### config.mk
export PLATFORM = sky130hd
export DESIGN_NAME = mdio_page_bridge
export DESIGN_NICKNAME = d
export VERILOG_FILES = /design/src/rtl/mdio_page_bridge_pkg.sv /design/src/rtl/mdio_page_bridge_ctrl.sv /design/src/rtl/mdio_page_bridge_dp.sv /design/src/rtl/mdio_page_bridge.sv
export SDC_FILE = /design/constraint.sdc
export NUM_CORES = 1
export LEC_CHECK = 0
export BUFFER_PORTS_ARGS = -buffer_cell sky130_fd_sc_hd__buf_2
export CORE_ASPECT_RATIO = 1.75
export CORE_MARGIN = 2
export CORE_UTILIZATION = 50
export CTS_BUF_LIST = sky130_fd_sc_hd__clkbuf_8
export CTS_CLUSTER_DIAMETER = 120
export CTS_CLUSTER_SIZE = 20
export DETAILED_ROUTE_END_ITERATION = 12
export GPL_ROUTABILITY_DRIVEN = 0
export PLACE_DENSITY_LB_ADDON = 0.2
export SYNTH_ARGS = -nofsm -noshare
export SYNTH_HDL_FRONTEND = slang
export SYNTH_SLANG_ARGS = --single-unit
### constraint.sdc
create_clock -name clk -period 3.7 [get_ports clk]
set_clock_uncertainty 0.2 [all_clocks]
set_input_delay 0.37 -clock clk [delete_from_list [all_inputs] [get_ports clk]]
set_output_delay 0.37 -clock clk [all_outputs]
set_load 0.02 [all_outputs]
### src/rtl/mdio_page_bridge_pkg.sv
package mdio_page_bridge_pkg;
  localparam int HALF_W    = 16;
  localparam int PHY_W     = 5;
  localparam int REG_W     = 5;
  localparam int OP_W      = 2;
  localparam int HDR_BITS  = OP_W + PHY_W + REG_W;
  localparam int PHY_SEL_W = 3;
  localparam int REG_SEL_W = REG_W - 1;
  localparam int CNT_W     = $clog2(HALF_W) + 1;

  localparam logic [PHY_W-1:0] PAGE_PHY = 5'h1F;
  localparam logic [REG_W-1:0] PAGE_REG = 5'h10;
  localparam logic [PHY_W-PHY_SEL_W-1:0] WIN_TAG = 2'b10;
  localparam logic [OP_W-1:0] OP_READ  = 2'b10;
  localparam logic [OP_W-1:0] OP_WRITE = 2'b01;

  typedef struct packed {
    logic shiftIn;
    logic hdrDone;
    logic dataDone;
    logic taDrive;
    logic loadOut;
    logic shiftOut;
    logic dropDrive;
  } strobe_t;

  typedef enum logic [2:0] {
    S_IDLE,
    S_START,
    S_HDR,
    S_TURN,
    S_DATA
  } ctrl_state_t;
endpackage

### src/rtl/mdio_page_bridge_ctrl.sv
module mdio_page_bridge_ctrl
  import mdio_page_bridge_pkg::*;
#(
  parameter int SYNC_STAGES = 2
) (
  input  logic    clk,
  input  logic    rstN,
  input  logic    mdc,
  input  logic    mdioIn,
  input  logic    hdrClaim,
  input  logic    hdrRead,
  output strobe_t strobes,
  output logic    bitIn
);
  logic [SYNC_STAGES-1:0] mdcPipe;
  logic [SYNC_STAGES-1:0] mdioPipe;
  logic mdcLast;
  logic rise;
  ctrl_state_t state, nextState;
  logic [CNT_W-1:0] cnt, nextCnt;

  always_ff @(posedge clk) begin
    if (!rstN) begin
      mdcPipe  <= '0;
      mdioPipe <= '1;
      mdcLast  <= 1'b0;
    end else begin
      mdcPipe  <= {mdcPipe[SYNC_STAGES-2:0], mdc};
      mdioPipe <= {mdioPipe[SYNC_STAGES-2:0], mdioIn};
      mdcLast  <= mdcPipe[SYNC_STAGES-1];
    end
  end

  assign rise  = mdcPipe[SYNC_STAGES-1] & ~mdcLast;
  assign bitIn = mdioPipe[SYNC_STAGES-1];

  always_comb begin
    strobes   = '0;
    nextState = state;
    nextCnt   = cnt;
    if (rise) begin
      unique case (state)
        S_IDLE: begin
          if (!bitIn) nextState = S_START;
        end
        S_START: begin
          nextCnt   = '0;
          nextState = bitIn ? S_HDR : S_IDLE;
        end
        S_HDR: begin
          strobes.shiftIn = 1'b1;
          if (cnt == CNT_W'(HDR_BITS - 1)) begin
            strobes.hdrDone = 1'b1;
            nextState = S_TURN;
            nextCnt   = '0;
          end else begin
            nextCnt = cnt + 1'b1;
          end
        end
        S_TURN: begin
          if (cnt == '0) begin
            strobes.taDrive = hdrClaim & hdrRead;
            nextCnt = CNT_W'(1);
          end else begin
            strobes.loadOut = hdrClaim & hdrRead;
            nextState = S_DATA;
            nextCnt   = '0;
          end
        end
        S_DATA: begin
          strobes.shiftIn = 1'b1;
          if (cnt == CNT_W'(HALF_W - 1)) begin
            strobes.dataDone  = 1'b1;
            strobes.dropDrive = 1'b1;
            nextState = S_IDLE;
            nextCnt   = '0;
          end else begin
            strobes.shiftOut = hdrClaim & hdrRead;
            nextCnt = cnt + 1'b1;
          end
        end
        default: nextState = S_IDLE;
      endcase
    end
  end

  always_ff @(posedge clk) begin
    if (!rstN) begin
      state <= S_IDLE;
      cnt   <= '0;
    end else begin
      state <= nextState;
      cnt   <= nextCnt;
    end
  end
endmodule

### src/rtl/mdio_page_bridge_dp.sv
module mdio_page_bridge_dp
  import mdio_page_bridge_pkg::*;
#(
  parameter int PAGE_W = 9,
  localparam int WORD_W = PAGE_W + PHY_SEL_W + REG_SEL_W
) (
  input  logic                clk,
  input  logic                rstN,
  input  strobe_t             strobes,
  input  logic                bitIn,
  output logic                hdrClaim,
  output logic                hdrRead,
  output logic                mdioOut,
  output logic                mdioOe,
  output logic [WORD_W-1:0]   busAddr,
  output logic                busRdEn,
  input  logic [2*HALF_W-1:0] busRdData,
  output logic                busWrEn,
  output logic [2*HALF_W-1:0] busWrData
);
  logic [HALF_W-1:0] inShift;
  logic [HALF_W-1:0] inNext;
  logic [OP_W-1:0]   opCode;
  logic [PHY_W-1:0]  phyNum;
  logic [REG_W-1:0]  regNum;
  logic isPage, isWin, opRd, opWr;

  logic [PAGE_W-1:0] pageQ;
  logic [HALF_W-1:0] stageQ;
  logic [HALF_W-1:0] loHold, hiHold;
  logic [HALF_W-1:0] outShift;
  logic [HALF_W-1:0] rdWord;
  logic [WORD_W-1:0] addrQ;
  logic claimQ, readQ, pageSelQ, pageRegQ, oddQ;
  logic rdEnQ, wrEnQ, oeQ;
  logic [2*HALF_W-1:0] wrDataQ;

  assign inNext = {inShift[HALF_W-2:0], bitIn};
  assign opCode = inNext[HDR_BITS-1 -: OP_W];
  assign phyNum = inNext[REG_W +: PHY_W];
  assign regNum = inNext[REG_W-1:0];
  assign isPage = (phyNum == PAGE_PHY);
  assign isWin  = (phyNum[PHY_W-1:PHY_SEL_W] == WIN_TAG);
  assign opRd   = (opCode == OP_READ);
  assign opWr   = (opCode == OP_WRITE);

  always_ff @(posedge clk) begin
    if (!rstN) inShift <= '0;
    else if (strobes.shiftIn) inShift <= inNext;
  end

  // header capture
  always_ff @(posedge clk) begin
    if (!rstN) begin
      claimQ   <= 1'b0;
      readQ    <= 1'b0;
      pageSelQ <= 1'b0;
      pageRegQ <= 1'b0;
      oddQ     <= 1'b0;
      addrQ    <= '0;
      rdEnQ    <= 1'b0;
    end else begin
      rdEnQ <= 1'b0;
      if (strobes.hdrDone) begin
        claimQ   <= (isPage | isWin) & (opRd | opWr);
        readQ    <= opRd;
        pageSelQ <= isPage;
        pageRegQ <= isPage && (regNum == PAGE_REG);
        oddQ     <= regNum[0];
        rdEnQ    <= isWin & opRd & ~regNum[0];
        if (isWin) addrQ <= {pageQ, phyNum[PHY_SEL_W-1:0], regNum[REG_W-1:1]};
      end
    end
  end

  // read hold: both halves sampled at the low-half bus read
  always_ff @(posedge clk) begin
    if (!rstN) begin
      loHold <= '0;
      hiHold <= '0;
    end else if (rdEnQ) begin
      loHold <= busRdData[HALF_W-1:0];
      hiHold <= busRdData[2*HALF_W-1:HALF_W];
    end
  end

  always_comb begin
    if (pageSelQ) rdWord = pageRegQ ? HALF_W'(pageQ) : '0;
    else          rdWord = oddQ ? hiHold : loHold;
  end

  // serial output
  always_ff @(posedge clk) begin
    if (!rstN) begin
      outShift <= '0;
      oeQ      <= 1'b0;
    end else begin
      if (strobes.taDrive) begin
        outShift <= '0;
        oeQ      <= 1'b1;
      end else if (strobes.loadOut) begin
        outShift <= rdWord;
      end else if (strobes.shiftOut) begin
        outShift <= {outShift[HALF_W-2:0], 1'b0};
      end
      if (strobes.dropDrive) oeQ <= 1'b0;
    end
  end

  // write commit: staging for high half, full word on low half
  always_ff @(posedge clk) begin
    if (!rstN) begin
      pageQ   <= '0;
      stageQ  <= '0;
      wrEnQ   <= 1'b0;
      wrDataQ <= '0;
    end else begin
      wrEnQ <= 1'b0;
      if (strobes.dataDone && claimQ && !readQ) begin
        if (pageSelQ) begin
          if (pageRegQ) pageQ <= inNext[PAGE_W-1:0];
        end else if (oddQ) begin
          stageQ <= inNext;
        end else begin
          wrEnQ   <= 1'b1;
          wrDataQ <= {stageQ, inNext};
        end
      end
    end
  end

  assign hdrClaim  = claimQ;
  assign hdrRead   = readQ;
  assign mdioOut   = outShift[HALF_W-1];
  assign mdioOe    = oeQ;
  assign busAddr   = addrQ;
  assign busRdEn   = rdEnQ;
  assign busWrEn   = wrEnQ;
  assign busWrData = wrDataQ;
endmodule

### src/rtl/mdio_page_bridge.sv
module mdio_page_bridge
  import mdio_page_bridge_pkg::*;
#(
  parameter int PAGE_W = 9,
  parameter int SYNC_STAGES = 2
) (
  input  logic                                      clk,
  input  logic                                      rstN,
  input  logic                                      mdc,
  input  logic                                      mdioIn,
  output logic                                      mdioOut,
  output logic                                      mdioOe,
  output logic [PAGE_W+PHY_SEL_W+REG_SEL_W-1:0]     busAddr,
  output logic                                      busRdEn,
  input  logic [2*HALF_W-1:0]                       busRdData,
  output logic                                      busWrEn,
  output logic [2*HALF_W-1:0]                       busWrData
);
  strobe_t strobes;
  logic bitIn;
  logic hdrClaim;
  logic hdrRead;

  mdio_page_bridge_ctrl #(.SYNC_STAGES(SYNC_STAGES)) u_ctrl (
    .clk(clk), .rstN(rstN), .mdc(mdc), .mdioIn(mdioIn),
    .hdrClaim(hdrClaim), .hdrRead(hdrRead),
    .strobes(strobes), .bitIn(bitIn)
  );

  mdio_page_bridge_dp #(.PAGE_W(PAGE_W)) u_dp (
    .clk(clk), .rstN(rstN), .strobes(strobes), .bitIn(bitIn),
    .hdrClaim(hdrClaim), .hdrRead(hdrRead),
    .mdioOut(mdioOut), .mdioOe(mdioOe),
    .busAddr(busAddr), .busRdEn(busRdEn), .busRdData(busRdData),
    .busWrEn(busWrEn), .busWrData(busWrData)
  );
endmodule

==> summary.md <==
| Metric | Value |
|---|---|
| Status | completed |
| CTS tree | built |
| Total GRT Usage | 0.2262 |
| Async SR Flop Fraction | 0 |
| Row cnt | 54 |
| Largest net degree at the start of global routing | 66 |
| Top cells by area, synth | dfxtp_1 (50%), mux2i_1 (13%), nand3_1 (5.5%) |
| Share of the synthesized area in the top cell type | 0.5041 |
| Post-synth EDFFs | 0 |
| Clk sinks | 157 |
| Min Tclk post-route | 2.673 ns |
| Die height | 151.7 microns |
| Worst hold path class | primary input to flip-flop |
| DIE AREA | 13410 sq um |
| Synth Area in Compound Gates | 0.1092 |
| RSZ-0062 raised after global routing | false |
| Final Cell Area | 7381 sq um |
| Crit-path max FO | 32 |
| Final Hold Viols | 0 |
| Antenna Violating Nets Remaining | 0 |
| P_leak | 2.865 nW |
| Syn nets | 706 |
| Setup crit end kind | flip-flop |
| Final WL | 14740 microns |
| Input/output buffers | 87 |
| NumNets Final | 800 |
| R2R depth | 6 |
| Reg clk slew, reported paths | 0.08 ns |
| Synth Area in Adders | 0.01204 |
| Clock tree buffer depth | 2 |
| Initial core utilization | 0.5070 |
| Post-synthesis mux area share | 0.1300 |
| Avg Cell Area, Syn | 9.390 sq um |
| CP Class | flip-flop to flip-flop |
| Skew-Pair Late Insertion Delay | 0.43 ns |
| Post-route setup TNS | 0 ns |
| Vias | 5042 |
| Wire length per cell | 15.72 microns |
| Sequential area share after synthesis | 0.5041 |
| Largest family of logic cells by synthesized area | simple AND/OR/NAND/NOR gates |
| Residual DRC | 0 |
| IO Count | 88 |
| Total gr overflow | 0 |
| Worst Path Arrival | 2.75 ns |
| Core region area | 12300 sq um |
| Syn Inst Count | 664 |
| Max VDD drop | 298.0 uV |
| Post-Syn Area | 6235 sq um |
| Antenna violations before repair | 0 |
| CTS buffer count | 17 |
| Xor and xnor fraction of the mapped netlist area | 0.004214 |
| Share of layout cells above drive strength 1 | 0.1714 |
| H-tree lvl count | 4 |
| Final setup fails | 0 |
| #FFs+latches synth | 157 |
| Die W | 88.41 microns |
| Synth Flop Type | dfxtp_1 |
| Iter 0 DRT Violations | 307 |
| WHS Path Cells | 2 |
| Clock root cell | clkbuf_8 |
| Cell Pwr Density | 402.2 nW/um^2 |
| P&R area growth vs syn | 18.38% |
| Max-cap violations | 0 |
| Dpl hpwl | 10420 microns |
| Antenna cells | 0 |
| Placed instance area | 6688 sq um |
| Worst Tran Pin Value | 1.040 ns |
| Period utilization | 0.7225 |
| Simple logic cell fraction of the synthesized area | 0.1973 |
| Setup crit start kind | flip-flop |
| First-pass DRT Iterations | 4 |
| Vias in the first global route | 4852 |
| First-pass GRT wire length | 23390 microns |
| Max_slew headroom | 0.3046 |
| Ys Warns | 0 |
| CP required | 3.78 ns |
| Biggest area consumer among synthesized cells | dfxtp_1 |
| Final Max Tran Viols | 0 |
| DR vias/cell | 5.375 |
| Post-synthesis cell type count | 56 |
| Fmax | 374.1 MHz |
[cell type report]
cell class	count	area, sq um
inverter	8	30.03
fill	1117	4916
sequential	157	3144
clock inverter	13	105.1
timing repair buffer	127	820.8
clock buffer	18	247.7
tap	168	210.2
multi-input combinational	447	2823
[worst max-delay path, cell delays in order (launching register included)]
cell	delay, ns
dfxtp_1	0.40
ha_1	0.21
and3_1	0.24
ha_1	0.18
and3b_1	0.23
and4_1	0.82
o21ai_0	0.23
[routing by layer]
metal / wire [microns] / up-vias / track usage
li1: - / 2514 / -
met3: 467 / 33 / 0.05200
met5: 0 / - / 0
met4: 532 / 0 / 0.1250
met2: 7769 / 113 / 0.3910
met1: 5975 / 2382 / 0.2507
[Yosys cell counts, types with 5 or more instances]
library cell	number
dfxtp_1	157
mux2i_1	81
nor2_1	81
nand3_1	68
o21ai_0	59
nand2_1	47
clkbuf_1	28
buf_2	11
a221o_1	9
a2bb2oi_1	8
a31oi_1	8
inv_1	8
or3_1	8
buf_1	7
nor2b_1	7
ha_1	6
and2_1	5
o31ai_1	5
[per-stage QoR]
step | total power, mW | hold WS [ns] | std cells | setup slack (ns) | utilization
after floorplan | 1.807 | 0.1863 | 664 | 1.453 | -
after global placement | 1.836 | 0.2024 | 873 | 1.208 | 0.5439
after detailed placement | 1.839 | 0.2065 | 873 | 1.073 | 0.5439
after CTS | 2.991 | 0.1813 | 938 | 1.045 | 0.6002
after global routing | 3.083 | 0.2018 | 938 | 0.7953 | 0.6002
final | 2.969 | 0.2005 | 938 | 1.027 | 0.6002
[timing repair]
action,CTS,global route
hold buffers,34,0
endpoints found under the hold margin,34,0
setup endpoints to repair,0,0
resized for setup,0,0
buffers inserted,0,0
[cell usage in the layout, fill, tap and decap left out, types with 4 or more instances in the layout]
| master | synthesis | routed |
|---|---|---|
| a21oi_1 | 4 | 4 |
| a221o_1 | 9 | 9 |
| a2bb2oi_1 | 8 | 8 |
| a31oi_1 | 8 | 8 |
| and2_1 | 5 | 5 |
| and3_1 | 4 | 4 |
| buf_2 | 11 | 87 |
| buf_4 | 3 | 6 |
| clkbuf_8 | 0 | 18 |
| dfxtp_1 | 157 | 156 |
| dlygate4sd3_1 | 0 | 34 |
| ha_1 | 6 | 6 |
| inv_1 | 8 | 11 |
| mux2i_1 | 81 | 81 |
| nand2_1 | 47 | 47 |
| nand3_1 | 68 | 68 |
| nand4_1 | 4 | 4 |
| nor2_1 | 81 | 81 |
| nor2b_1 | 7 | 7 |
| o21ai_0 | 59 | 59 |
| o31ai_1 | 5 | 5 |
| or3_1 | 8 | 8 |
[final timing paths]
kind	startpoint	to	slack [ns]
worst max register to register	u_ctrl.cnt[0]	u_dp.stageQ[4]	1.03
worst max-delay path	u_ctrl.cnt[0]	u_dp.stageQ[4]	1.03
worst min register to register	u_ctrl.mdioPipe[0]	u_ctrl.mdioPipe[1]	0.23
worst min-delay path	rstN	u_ctrl.mdioPipe[0]	0.20
[kinds of logic after synthesis]
kind of cell / Yosys count
AO/OA/AOI/OAI: 107
XOR/XNOR: 3
adder cells (fa/ha/maj): 6
buffers and inverters: 60
flip-flops: 157
multiplexers: 81
AND/OR/NAND/NOR: 250
[power breakdown]
group / internal [mW] / leakage [nW] / switching [mW]
combinational: 0.0580 / 1.41 / 0.0646
clock: 0.538 / 0.190 / 0.604
sequential: 1.69 / 1.27 / 0.0117
total: 2.29 / 2.87 / 0.680
[registers in the layout, summed over array words and instances (netlist names), 2 cells and up]
register,count
u_dp.busWrData,32
u_dp.busAddr,16
u_dp.hiHold,16
u_dp.loHold,16
u_dp.outShift,16
u_dp.stageQ,16
u_dp.inShift,15
u_dp.pageQ,9
u_ctrl.cnt,5
u_ctrl.state,3
u_ctrl.mdcPipe,2
u_ctrl.mdioPipe,2
Note: power is estimated with default switching activity, not from simulation.
